**src/rtl/flash_regif_pkg.sv**
```systemverilog
package flash_regif_pkg;

    localparam int unsigned DATA_W = 32;
    localparam int unsigned PAGE_W = 7;
    localparam int unsigned SET_W  = PAGE_W + 3;

    // status word bit positions
    localparam int unsigned ST_EOP  = 0;
    localparam int unsigned ST_ERR  = 1;
    localparam int unsigned ST_OPTV = 15;
    localparam int unsigned ST_BSY  = 16;
    localparam int unsigned ST_CFG  = 18;
    localparam int unsigned ST_SUSP = 19;

    // control word lock bit
    localparam int unsigned CT_LOCK = 31;

    typedef enum logic [1:0] {
        LK_IDLE,
        LK_HALF,
        LK_OPEN,
        LK_FROZEN
    } lock_st_e;

    typedef struct packed {
        logic [PAGE_W-1:0] page;
        logic              mass_erase;
        logic              page_erase;
        logic              prog_en;
    } settings_t;

    typedef struct packed {
        logic susp_done;
        logic cfg_busy;
        logic busy;
        logic optverr;
        logic op_err;
        logic eop;
    } status_t;

    function automatic logic [DATA_W-1:0] pack_status(input status_t s);
        logic [DATA_W-1:0] w;
        w          = '0;
        w[ST_EOP]  = s.eop;
        w[ST_ERR]  = s.op_err;
        w[ST_OPTV] = s.optverr;
        w[ST_BSY]  = s.busy;
        w[ST_CFG]  = s.cfg_busy;
        w[ST_SUSP] = s.susp_done;
        return w;
    endfunction

    function automatic logic [DATA_W-1:0] pack_ctrl(input logic locked, input settings_t st);
        logic [DATA_W-1:0] w;
        w             = '0;
        w[SET_W-1:0]  = st;
        w[CT_LOCK]    = locked;
        return w;
    endfunction

endpackage

```
**src/rtl/flash_key_lock.sv**
```systemverilog
module flash_key_lock
    import flash_regif_pkg::*;
#(
    parameter logic [DATA_W-1:0] KEY_A = 32'h0819_2A3B,
    parameter logic [DATA_W-1:0] KEY_B = 32'h4C5D_6E7F
) (
    input  logic              clk,
    input  logic              rst,
    input  logic              key_wr,
    input  logic [DATA_W-1:0] key_data,
    input  logic              relock,
    output logic              locked
);

    lock_st_e st_q, st_d;

    always_comb begin
        st_d = st_q;
        unique case (st_q)
            LK_IDLE: begin
                if (key_wr) st_d = (key_data == KEY_A) ? LK_HALF : LK_FROZEN;
            end
            LK_HALF: begin
                if (key_wr)      st_d = (key_data == KEY_B) ? LK_OPEN : LK_FROZEN;
                else if (relock) st_d = LK_IDLE;
            end
            LK_OPEN: begin
                if (relock) st_d = LK_IDLE;
            end
            LK_FROZEN: st_d = LK_FROZEN;
            default:   st_d = LK_FROZEN;
        endcase
    end

    always_ff @(posedge clk) begin
        if (rst) st_q <= LK_IDLE;
        else     st_q <= st_d;
    end

    assign locked = (st_q != LK_OPEN);

endmodule

```
**src/rtl/flash_settings_reg.sv**
```systemverilog
module flash_settings_reg
    import flash_regif_pkg::*;
(
    input  logic      clk,
    input  logic      rst,
    input  logic      wr,
    input  settings_t wdata,
    input  logic      cfg_busy,
    output settings_t settings
);

    settings_t set_q;

    always_ff @(posedge clk) begin
        if (rst)                  set_q <= '0;
        else if (wr && !cfg_busy) set_q <= wdata;
    end

    assign settings = set_q;

endmodule

```
**src/rtl/flash_status_flags.sv**
```systemverilog
module flash_status_flags
    import flash_regif_pkg::*;
#(
    parameter int unsigned SUSP_N = 2
) (
    input  logic              clk,
    input  logic              rst,
    input  logic [SUSP_N-1:0] susp_req,
    input  logic              start_req,
    input  logic              op_done,
    input  logic              op_err,
    input  logic              first_word,
    input  logic              opt_load_fail,
    input  logic              clr_eop,
    input  logic              clr_err,
    input  logic              clr_optv,
    output status_t           stat,
    output logic              op_start
);

    status_t s_q;
    logic    pend_q;
    logic    finish;
    logic    issue;

    assign finish = op_done | op_err;
    assign issue  = (start_req | pend_q) & ~s_q.susp_done & ~s_q.busy;

    always_ff @(posedge clk) begin
        if (rst) begin
            s_q    <= '0;
            pend_q <= 1'b0;
        end else begin
            s_q.susp_done <= |susp_req;

            if (issue)          pend_q <= 1'b0;
            else if (start_req) pend_q <= 1'b1;

            if (finish)     s_q.busy <= 1'b0;
            else if (issue) s_q.busy <= 1'b1;

            if (finish)          s_q.cfg_busy <= 1'b0;
            else if (first_word) s_q.cfg_busy <= 1'b1;

            // hardware set has priority over a clear write
            if (op_done)      s_q.eop <= 1'b1;
            else if (clr_eop) s_q.eop <= 1'b0;

            if (op_err)       s_q.op_err <= 1'b1;
            else if (clr_err) s_q.op_err <= 1'b0;

            if (opt_load_fail) s_q.optverr <= 1'b1;
            else if (clr_optv) s_q.optverr <= 1'b0;
        end
    end

    assign stat     = s_q;
    assign op_start = issue;

endmodule

```
**src/rtl/flash_regif_top.sv**
```systemverilog
module flash_regif_top
    import flash_regif_pkg::*;
#(
    parameter int unsigned       ADDR_W   = 4,
    parameter logic [DATA_W-1:0] KEY_A    = 32'h0819_2A3B,
    parameter logic [DATA_W-1:0] KEY_B    = 32'h4C5D_6E7F,
    parameter int unsigned       KEY_IDX  = 0,
    parameter int unsigned       CTRL_IDX = 1,
    parameter int unsigned       STAT_IDX = 2
) (
    input  logic              clk,
    input  logic              rst,
    input  logic [ADDR_W-1:0] bus_addr,
    input  logic [DATA_W-1:0] bus_wdata,
    input  logic              bus_we,
    output logic [DATA_W-1:0] bus_rdata,
    input  logic              op_start_req,
    input  logic              op_done,
    input  logic              op_err,
    input  logic              first_word,
    input  logic [1:0]        susp_req,
    input  logic              opt_load_fail,
    output logic              opt_locked,
    output logic              op_start,
    output logic              cfg_we
);

    localparam logic [ADDR_W-1:0] A_KEY  = ADDR_W'(KEY_IDX);
    localparam logic [ADDR_W-1:0] A_CTRL = ADDR_W'(CTRL_IDX);
    localparam logic [ADDR_W-1:0] A_STAT = ADDR_W'(STAT_IDX);

    logic      key_wr, ctrl_wr, stat_wr, relock;
    logic      clr_eop, clr_err, clr_optv;
    status_t   stat;
    settings_t settings;
    logic      unused_wdata;

    assign key_wr   = bus_we && (bus_addr == A_KEY);
    assign ctrl_wr  = bus_we && (bus_addr == A_CTRL);
    assign stat_wr  = bus_we && (bus_addr == A_STAT);
    assign relock   = ctrl_wr && bus_wdata[CT_LOCK];
    assign clr_eop  = stat_wr && bus_wdata[ST_EOP];
    assign clr_err  = stat_wr && bus_wdata[ST_ERR];
    assign clr_optv = stat_wr && bus_wdata[ST_OPTV];

    assign unused_wdata = ^bus_wdata[CT_LOCK-1:SET_W];

    flash_key_lock #(
        .KEY_A (KEY_A),
        .KEY_B (KEY_B)
    ) u_lock (
        .clk      (clk),
        .rst      (rst),
        .key_wr   (key_wr),
        .key_data (bus_wdata),
        .relock   (relock),
        .locked   (opt_locked)
    );

    flash_settings_reg u_settings (
        .clk      (clk),
        .rst      (rst),
        .wr       (ctrl_wr),
        .wdata    (settings_t'(bus_wdata[SET_W-1:0])),
        .cfg_busy (stat.cfg_busy),
        .settings (settings)
    );

    flash_status_flags #(
        .SUSP_N (2)
    ) u_flags (
        .clk           (clk),
        .rst           (rst),
        .susp_req      (susp_req),
        .start_req     (op_start_req),
        .op_done       (op_done),
        .op_err        (op_err),
        .first_word    (first_word),
        .opt_load_fail (opt_load_fail),
        .clr_eop       (clr_eop),
        .clr_err       (clr_err),
        .clr_optv      (clr_optv),
        .stat          (stat),
        .op_start      (op_start)
    );

    assign cfg_we = ~stat.cfg_busy;

    always_comb begin
        if (bus_addr == A_CTRL)      bus_rdata = pack_ctrl(opt_locked, settings);
        else if (bus_addr == A_STAT) bus_rdata = pack_status(stat);
        else                         bus_rdata = '0;
    end

endmodule

```
**config.mk**
```make
export PLATFORM = sky130hd
export DESIGN_NAME = flash_regif_top
export DESIGN_NICKNAME = d
export VERILOG_FILES = /design/src/rtl/flash_regif_pkg.sv /design/src/rtl/flash_key_lock.sv /design/src/rtl/flash_settings_reg.sv /design/src/rtl/flash_status_flags.sv /design/src/rtl/flash_regif_top.sv
export SDC_FILE = /design/constraint.sdc
export NUM_CORES = 1
export LEC_CHECK = 0
export BUFFER_PORTS_ARGS = -buffer_cell sky130_fd_sc_hd__clkbuf_2
export CAP_MARGIN = 20
export CORE_MARGIN = 3
export CORE_UTILIZATION = 25
export DETAILED_ROUTE_END_ITERATION = 16
export PLACE_DENSITY_LB_ADDON = 0.3
export SYNTH_ARGS = -nofsm -noshare
export SYNTH_HDL_FRONTEND = slang
export SYNTH_SLANG_ARGS = --single-unit
```
**constraint.sdc**
```tcl
create_clock -name clk -period 1.38 [get_ports clk]
set_input_delay 0.138 -clock clk [delete_from_list [all_inputs] [get_ports clk]]
set_output_delay 0.138 -clock clk [all_outputs]
set_load 0.05 [all_outputs]
```
Word-level counts from Yosys, hierarchy flattened
Index checks and enable logic that the tools add are counted.
- equal/unequal tests: 9
- muxes and demuxes: 14
- bitwise operators: 7
- reduce and logical (&&, ||, !) cells: 17
- operator list (cell ; count):
    $eq 32x28->1 const B ; 1
    $eq 32x31->1 const B ; 1
    $mux 32 ; 1
    $mux 20 ; 1
    $logic_and 1x1->1 ; 8
    $mux 2 ; 4
    $pmux 2 s4 ; 1
    $mux 1 ; 7
    $reduce_bool 2->1 ; 3
    $reduce_or 2->1 ; 3
    $eq 2x2->1 const B ; 2
    $eq 4x1->1 const B ; 1
    $eq 4x2->1 const B ; 1
    $logic_not 4->1 ; 1
    $ne 2x2->1 const B ; 2
    $not 1->1 ; 3
    $and 1x1->1 ; 2
    $eq 2x1->1 const B ; 1
    $logic_not 2->1 ; 1
    $or 1x1->1 ; 2
    $logic_not 1->1 ; 1
- flip-flop bits (word level): 19
- input port bits: 46
- output and inout bits: 35
- logic and storage cells: 59

Depth between registers and ports, before layout
Gate-level depths: netlist of run 1.
- word-level depth: 6
- depth in mapped cells: 5
- gate-level depth less buffers: 4

Modules after synthesis
From an unflattened synthesis of run 1, not the netlist that was laid out.
- cells, all modules: 145
- area total of the unflattened synthesis: 1286.2 µm²
- modules (own cells, without submodules) (module ; instances ; cells each ; area each (µm²) ; sequential area each (µm²)):
    flash_settings_reg ; 1 ; 46 ; 471.7 ; 200.2
    flash_regif_top ; 1 ; 50 ; 390.4 ; 0.0
    flash_status_flags ; 1 ; 25 ; 232.7 ; 140.1
    flash_key_lock ; 1 ; 24 ; 191.4 ; 40.0

Worst setup path before layout of run 1
OpenSTA, ideal clock, no wires.
- path type: register to register
- from: reg u_flags.s_q, in the netlist u_flags.stat[3]
- to: reg u_flags.s_q, in the netlist u_flags.stat[3]
- setup time: 0.064 ns
- arrival: 1.670 ns
- slack: -0.354 ns
- stages on the path, launching flop included: 3
- buffers on the path: 0
- clock period less this slack: 1.734 ns
- path through: dfxtp_1 -> nor3_1 -> o21a_1
- cells in the longest elaborated chain, start to end: 2
- RTL lines (element ; RTL line ; RTL):
    start: declaration ; flash_status_flags.sv:21 ; status_t s_q;
    $not 1->1 ; flash_status_flags.sv:27 ; assign issue = (start_req | pend_q) & ~s_q.susp_done & ~s_q.busy;
    $and 1x1->1 ; flash_status_flags.sv:27 ;
    net op_start ; flash_regif_top.sv:24 ; output logic op_start,
The timed path passes the listed nets, and every way through them passes these cells.
A chain may end at the register's enable or synchronous reset.

Worst setup path after layout of run 1
- from: in bus_addr[1]
- to: out bus_rdata[0]
- cells in the longest elaborated chain, start to end: 3
- elaborated cells between the ends (all ways): 4
- RTL lines (element ; RTL line ; RTL):
    start: declaration ; flash_regif_top.sv:13 ; input logic [ADDR_W-1:0] bus_addr,
    $eq 4x2->1 ; flash_regif_top.sv:91 ; else if (bus_addr == A_STAT) bus_rdata = pack_status(stat);
    $mux 20 ; flash_regif_top.sv:91 ;
    $mux 32 * ; flash_regif_top.sv:90 ; if (bus_addr == A_CTRL) bus_rdata = pack_ctrl(opt_locked, settings);
    end: declaration ; flash_regif_top.sv:16 ; output logic [DATA_W-1:0] bus_rdata,
Every way passes the cells marked *; elsewhere a longest branch is shown, timed or not.

==> metrics.cfg, run 1 <==
[setup_path]
critical_path_class=in -> out
worstPathMaxFanout=5
ff2ff_path_depth=4
critPathTopFamily=buffers and inverters
cp-startpoint=bus_addr[1]
crit_path_end_kind=output port
max_stage_delay_ns=0.35
worstReg2RegStart=u_lock.st_q[1]
path_cells=clkbuf_2, nor4b_4, buf_4, a22o_1, clkbuf_4
cp-start-kind=input pin
cp.required_ns=1.24
critPathBufInv=3
cp.arrival_ns=1.18
critical_path_cell_count=5
critPathSlowestCell=nor4b_4

[clocking]
cts.sinks=19
numCtsBuffers=3
cts_buffer_depth=2
htreeDepth=1
hold_buffers=0
clkLatencyLatePin_ns=0.25
post_cts_resized=0
clkTransAtPathRegs_ns=0.06
root_buffer=clkbuf_8
cts_tree=yes
post_cts_buffers=0

[timing]
fin_skew_ns=0.004493
drv_slew=0
fin_crit_ns=1.313
final_hold_viol_count=0
whs_ns=0.09104
max_clock_freq_ghz=0.7615
fin_ws_ns=0.06673
setup_viol=0
period_share=0.9516

[place]
gp_congestion=0.7275
place_ws_ns=0.02515
placedCellCount=244
port_buffers=63
hpwl_mm=2.463

[route]
drc_errors=0
vias=1077
first_pass_iters=4
wl_per_cell_um=11.52
drtIter0Drc=22
drtAntennaViolNets=0
drt_wl_total_mm=2.856
via_per_inst=4.343

[floorplan]
start_util=0.2696
rows=23
die_w_um=72.85
dieArea_mm2=0.005307
die_h_um=72.85
core_mm2=0.004144
ios=81

[synthesis]
synth_xor_area_frac=0
yosysTopAreaCell=dfxtp_1
synth_seq_area_share=0.3404
synthMuxAreaShare=0.09854
yosys.area_share.adder=0
synth_top_family_by_area=simple AND/OR/NAND/NOR gates
synth_compound_area_frac=0.07727
yosys-top-cells-area=dfxtp_1 (34%), buf_4 (11%), mux2i_1 (9.9%)
yosys.area_share.simple=0.3124
synth-seq-cells=19
synth.cell_area_mm2=0.001117
postSynthCellCount=131
ys_warn_count=0
synth_top_area_frac=0.3404
ys_types=30
syn_avg_cell_area_um2=8.529

[final_layout]
final_common_cell=clkbuf_2
regArea_um2=380.4
nets=245
num-fill-cells=460
multi_input_area_um2=618.1
layoutNonFillerInstCount=248
mostFrequentLayoutCells=clkbuf_2 (52), dfxtp_1 (19), nor2_1 (17), conb_1 (17), mux2i_1 (11)
drive_above_1_share=0.4141
fin_util=0.3792
n_antenna_cell=0
syn2layout_area_growth_pct=40.65

[power]
leakagePower_uw=0.0008134
power_density_mw_per_mm2=787.9
ir_drop_uv=555.2
total_power_uw=1238

[run]
maxCapViolCount=0

[global_route]
antenna_found_initial=0
grt.overflow.total=0
grt.total_usage=0.1114
grt_max_degree=19
grt_pass1_vias=1072
grt_pass1_wl_mm=4.692

[outcome]
outcome=finished clean

[worst_hold_path]
hold_path.class=in -> reg
holdPathStages=2
hold_start=first_word

[path summary, 6_finish.rpt]
check | end | slack, ns
max | bus_rdata[0] | 0.07
max reg2reg | u_lock.st_q[0] | 0.21
min | u_flags.stat[4] | 0.09
min reg2reg | u_flags.stat[4] | 0.47
[layout make-up]
class                   instances  share of cell area
inverters                       6             0.01433
flip-flops and latches         19              0.2420
well taps                      50             0.03981
multi-input cells             101              0.3933
repair buffers                 68              0.2818
clock buffers                   4             0.02866
[worst reg2reg max path: stages, from the launching register on]
cell and delay (ns):
dfxtp_1 0.33, inv_1 0.09, nand4_1 0.10, nor4_1 0.36
a311oi_1 0.14
[cells by family (layout without fill, tap and decap cells)]
family                 Yosys count  after routing
buffers and inverters           27             78
AO/OA/AOI/OAI                   13             13
flip-flops                      19             19
multiplexers                    11             11
other                            1             17
AND/OR/NAND/NOR                 60             60
[Yosys cell counts, drive strengths merged]
cell type	instances
a22o	2
and3	3
clkbuf	1
mux2i	11
nand4	5
o21ai	3
nand3b	1
nor2	18
and4b	2
a21oi	3
nor4	3
nand2	8
conb	1
a311oi	1
dfxtp	19
and2	10
nor4b	2
o21a	2
buf	20
and3b	1
a22oi	1
nor3	5
a211oi	1
nand3	2
inv	6
[state kept, by name, indices dropped and copies added (netlist names)]
register / count
u_settings.settings: 10
u_flags.stat: 6
u_lock.st_q: 2
u_flags.pend_q: 1
[power by group]
part	internal [µW]	switching, µW
clock	205	167
combinational	89.3	203
sequential	565	7.93
total	859	379
[through the flow]
stage,instance area (µm²),setup TNS [ns]
after floorplan,1186,0
after global placement,1509,0
after detailed placement,1509,0
after CTS,1554,0
after global routing,1572,-0.008860
final,1572,0
[routing by layer]
| layer | global-route usage | vias to the layer above | routed length, µm |
|---|---|---|---|
| met5 | 0 | - | 0 |
| met4 | 0.01230 | 0 | 0 |
| met3 | 0.05096 | 0 | 318 |
| met2 | 0.1754 | 49 | 1297 |
| met1 | 0.1445 | 477 | 1240 |
| li1 | - | 551 | - |
(Power assumes the default switching activity.)
==> run 2: changes to the inputs <==
--- a/config.mk
+++ b/config.mk
@@ -5,11 +5,11 @@
 export SDC_FILE = /design/constraint.sdc
 export NUM_CORES = 1
 export LEC_CHECK = 0
-export BUFFER_PORTS_ARGS = -buffer_cell sky130_fd_sc_hd__clkbuf_2
 export CAP_MARGIN = 20
 export CORE_MARGIN = 3
 export CORE_UTILIZATION = 25
 export DETAILED_ROUTE_END_ITERATION = 16
+export DONT_BUFFER_PORTS = 1
 export PLACE_DENSITY_LB_ADDON = 0.3
 export SYNTH_ARGS = -nofsm -noshare
 export SYNTH_HDL_FRONTEND = slang
==> run 2 against run 1 <==
Compared with the run above:
- die area unchanged
- routed wire length up 5.4%
- cell count down 20%
- worst setup slack better by 0.0023 ns
- utilization down 3.9 points
- hold slack worse by 0.085 ns
- sequential share of layout area up 2.8 points
- count of clock-buffer cells in the layout unchanged
- non-clock buffer count down 50
- largest cell class unchanged
==> metrics.cfg, run 2 (synthesized netlist as in run 1, its figures left out) <==
[final_layout]
num-fill-cells=446
mostFrequentLayoutCells=dfxtp_1 (19), nor2_1 (17), conb_1 (17)
design_area_mm2=0.001410
syn2layout_area_growth_pct=26.20
largest_reg_flops=10
regArea_um2=380.4
final_common_cell=dfxtp_1
n_antenna_cell=0
nets=195
drive_above_1_share=0.2027
multi_input_area_um2=618.1

[setup_path]
ff2ff_path_depth=4
crit_path_end_kind=output port
reg2reg_to=u_lock.st_q[0]
worstReg2RegStart=u_lock.st_q[1]
worstPathMaxFanout=2
cp.required_ns=1.24
cp-start-kind=register
ff2ff_setup_slack_ns=0.22
cp.arrival_ns=1.17
critical_path_class=reg -> out

[route]
drt_wl_total_mm=3.011
drtIter0Drc=23
drc_errors=0
first_pass_iters=4
wl_per_cell_um=15.21
drtAntennaViolNets=0
via_per_inst=4.641
vias=919

[timing]
max_clock_freq_ghz=0.7628
setup_viol=0
slew_headroom=0.5703
tightest_slew_ns=0.6424
tns_ns=0
fin_skew_ns=0.001123
fin_crit_ns=1.311
final_hold_viol_count=0
period_share=0.9500
rsz0062_at_grt=false
drv_slew=0

[floorplan]
die_h_um=72.85
rows=23
die_w_um=72.85
dieArea_mm2=0.005307
start_util=0.2696
ios=81
core_mm2=0.004144

[power]
power_density_mw_per_mm2=830.3
ir_drop_uv=356.4
leakagePower_uw=0.0006209

[clocking]
root_buffer=clkbuf_8
cts_buffer_depth=2
htreeDepth=1
cts_tree=yes
clkTransAtPathRegs_ns=0.07
numCtsBuffers=3
clkLatencyLatePin_ns=0.25
cts.sinks=19
post_cts_buffers=0

[run]
maxCapViolCount=0

[global_route]
grt_pass1_wl_mm=4.567
grt_max_degree=18
antenna_found_initial=0
grt_pass1_vias=960
grt.overflow.total=0
grt.total_usage=0.1139

[outcome]
outcome=finished clean

[worst_hold_path]
worstHoldEndpoint=u_flags.stat[5]
hold_path.class=in -> reg
hold_start=susp_req[0]
holdPathStages=2

[place]
hpwl_mm=2.516
port_buffers=0
gp_congestion=0.7582
dpl_cell_area_mm2=0.001341

-- run 2: changes by cell type in the layout (fill, tap and decap cells not counted) --
| cell | delta |
|---|---|
| buf_12 | +6 |
| buf_6 | +1 |
| clkbuf_2 | -52 |
| clkbuf_4 | -7 |
| dlygate4sd3_1 | +2 |
-- run 2: worst max path at each step --
stage | startpoint | to | slack [ns] | cells past startpoint
after detailed placement | bus_wdata[25] | u_lock.st_q[0] | 0.15 | 4
after CTS | u_flags.stat[4] | bus_rdata[18] | 0.06 | 4
after floorplan | bus_addr[1] | bus_rdata[1] | 0.06 | 3
final | u_flags.stat[4] | bus_rdata[18] | 0.07 | 4
after global routing | u_flags.stat[4] | bus_rdata[18] | 0.002 | 4
after global placement | bus_addr[1] | u_settings.settings[2] | 0.22 | 4
-- run 2: critical path, cell delays in order (launching register included) --
cell and delay [ns]:
dfxtp_1 0.35, inv_1 0.07, buf_4 0.19, nor2_2 0.13, buf_6 0.17
-- run 2: per-layer routing --
layer | vias to the layer above | global-route usage | part of all wire
met2 | 51 | 0.1954 | 0.49
met4 | 0 | 0.03074 | 0.0083
met1 | 414 | 0.1190 | 0.37
met5 | - | 0 | 0
li1 | 449 | - | -
met3 | 5 | 0.06474 | 0.14
-- run 2: report_power, final --
part	total [µW]	internal, µW	switching, µW
clock	381	205	176
combinational	215	47.4	167
sequential	575	565	9.47
total	1170	818	353
-- run 2: through the flow --
| step | setup WS [ns] | std cells | total power [µW] | util | hold WS [ns] |
|---|---|---|---|---|---|
| after floorplan | 0.05864 | 147 | 811.0 | - | 0.2482 |
| after global placement | 0.2228 | 192 | 785.4 | 0.3237 | 0.2102 |
| after detailed placement | 0.1501 | 192 | 788.6 | 0.3237 | 0.2130 |
| after CTS | 0.06196 | 198 | 1183 | 0.3394 | 0.005902 |
| after global routing | 0.001953 | 198 | 1234 | 0.3403 | 0.005094 |
| final | 0.06904 | 198 | 1171 | 0.3403 | 0.005665 |
-- run 2: what timing repair did --
item,in CTS,in global routing
hold endpoints to repair,18,0
setup endpoints to repair,0,1
hold buffers,2,0
gates resized for setup,0,1
-- run 2: cell type report --
cell class	count	share of cell area
Clock buffer	4	0.03194
Inverter	6	0.01597
Multi-Input combinational cell	101	0.4383
Timing Repair Buffer	18	0.1996
Sequential cell	19	0.2697
Tap cell	50	0.04437
==> run 3: changes to the inputs <==
--- a/config.mk
+++ b/config.mk
@@ -10,7 +10,8 @@
 export CORE_UTILIZATION = 25
 export DETAILED_ROUTE_END_ITERATION = 16
 export DONT_BUFFER_PORTS = 1
-export PLACE_DENSITY_LB_ADDON = 0.3
+export GPL_TIMING_DRIVEN = 0
+export PLACE_DENSITY = 0.45
 export SYNTH_ARGS = -nofsm -noshare
 export SYNTH_HDL_FRONTEND = slang
 export SYNTH_SLANG_ARGS = --single-unit
==> run 3 against run 2 <==
Compared with the run above:
- routed wire length decreased by 3.1%
- worst setup slack lost 0.10 ns
- power rose by 3.2%
- sequential share of layout area grew 0.80 points
- largest power group unchanged
- the run now ends with negative setup slack left
- highest routed layer unchanged
- sequential power barely moved
==> metrics.cfg, run 3 (synthesized netlist as in run 1, its figures left out) <==
[outcome]
outcome=finished, violations left
violations=negative setup slack

[route]
first_pass_iters=4
vias=915
drtIter0Drc=15
drt_wl_total_mm=2.917
drc_errors=0
drtAntennaViolNets=0
via_per_inst=4.507
wl_per_cell_um=14.37

[clocking]
root_buffer=clkbuf_8
htreeDepth=1
cts_tree=yes
cts.sinks=19
numCtsBuffers=3
clkLatencyLatePin_ns=0.25
post_cts_buffers=0
cts_buffer_depth=2
clkTransAtPathRegs_ns=0.06

[setup_path]
critical_path_class=reg -> out
ff2ff_setup_slack_ns=0.02
cp-startpoint=u_flags.stat[4]
worstReg2RegStart=u_flags.stat[4]
cp.required_ns=1.24
crit_end=bus_rdata[18]
cp.arrival_ns=1.27
worstPathMaxFanout=3
reg2reg_to=u_settings.settings[6]
crit_path_end_kind=output port
cp-start-kind=register
ff2ff_path_depth=5

[floorplan]
start_util=0.2696
dieArea_mm2=0.005307
core_mm2=0.004144
rows=23
die_w_um=72.85
ios=81
die_h_um=72.85

[timing]
whs_ns=0.01232
fin_ws_ns=-0.03238
slew_headroom=0.5941
max_clock_freq_ghz=0.7080
drv_slew=0
fin_crit_ns=1.412
tightest_slew_ns=0.6069
setup_viol=1
period_share=1.023
rsz0062_at_grt=true
final_hold_viol_count=0
fin_skew_ns=0.001753

[worst_hold_path]
hold_path.class=in -> reg
holdPathStages=2
hold_start=susp_req[1]

[global_route]
grt_max_degree=11
grt_pass1_vias=901
grt.total_usage=0.1112
grt.overflow.total=0
grt_pass1_wl_mm=4.471
antenna_found_initial=0

[power]
power_density_mw_per_mm2=879.5
switchingPower_uw=359.0
p_seq_frac=0.477
total_power_uw=1208
p_int_uw=849.3
ir_drop_uv=416.4
sw_frac_of_total=0.2971
p_clk_frac=0.311
combPwrFrac=0.211
leakagePower_uw=0.0006435

[final_layout]
final_common_cell=dfxtp_1
n_antenna_cell=0
num-fill-cells=440
design_area_mm2=0.001374
layoutNonFillerInstCount=203
syn2layout_area_growth_pct=22.96
largest_reg_flops=10
drive_above_1_share=0.3072
mostFrequentLayoutCells=dfxtp_1 (18), nor2_1 (17), buf_4 (17), conb_1 (17), mux2i_1 (11)
nets=200
fin_util=0.3315

[place]
hpwl_mm=2.402
gp_congestion=0.7264
placedCellCount=197
port_buffers=0
dpl_cell_area_mm2=0.001249

[run]
maxCapViolCount=0

-- run 3: cell count changes in the layout (fill, tap and decap cells not counted), moves of 4 or more --
cell	delta
and2_2	+4
and2_4	+4
buf_12	-10
and2_1	-8
buf_4	+13
-- run 3: worst min-delay path by stage --
stage | endpoint | slack [ns]
after floorplan | u_flags.stat[4] | 0.25
after detailed placement | u_flags.stat[4] | 0.26
final | u_flags.stat[5] | 0.01
after global placement | u_flags.stat[4] | 0.25
after CTS | u_flags.stat[5] | 0.003
after global routing | u_flags.stat[1] | 0.02
-- run 3: repair_timing --
item | in CTS | in global routing
gates resized for setup | 15 | 10
endpoints found under the hold margin | 2 | 0
pin swaps | 1 | 3
endpoints found under the setup margin | 12 | 19
hold buffers | 2 | 0
-- run 3: critical path: stages, from the launching register on --
cell and delay [ns]:
dfxtp_2 0.35, clkinvlp_4 0.29, nor2_4 0.38
-- run 3: stage by stage --
step	setup WS [ns]	setup TNS, ns
floorplan	0.05864	0
global placement	-0.1507	-1.191
detailed placement	-0.2056	-1.682
CTS	0.001504	0
global route	-0.1047	-0.7803
finish	-0.03238	-0.03238
-- run 3: power by group through the flow --
stage	Sequential [µW]	Combinational (µW)	Clock (µW)
2_1_floorplan	584	227	0
3_3_place_gp	585	240	0
3_5_place_dp	586	242	0
4_1_cts	575	251	400
5_1_grt	579	273	420
6_report	577	255	376
-- run 3: cell type report --
| type | instances | area (µm²) | share of cell area |
|---|---|---|---|
| Buffer | 21 | 177.7 | 0.1293 |
| Clock buffer | 4 | 45.04 | 0.03279 |
| Inverter | 6 | 26.28 | 0.01913 |
| Multi-Input combinational cell | 101 | 660.6 | 0.4809 |
| Sequential cell | 19 | 381.6 | 0.2778 |
| Tap cell | 50 | 62.56 | 0.04554 |
| Timing Repair Buffer | 2 | 20.02 | 0.01457 |
-- run 3: per-layer routing --
metal  vias up  routed length [µm]  global-route usage
met4         0                  15             0.02459
met5         -                   0                   0
met2        46                1446              0.1844
met1       407                1077              0.1347
li1        460                   -                   -
met3         2                 378             0.04545
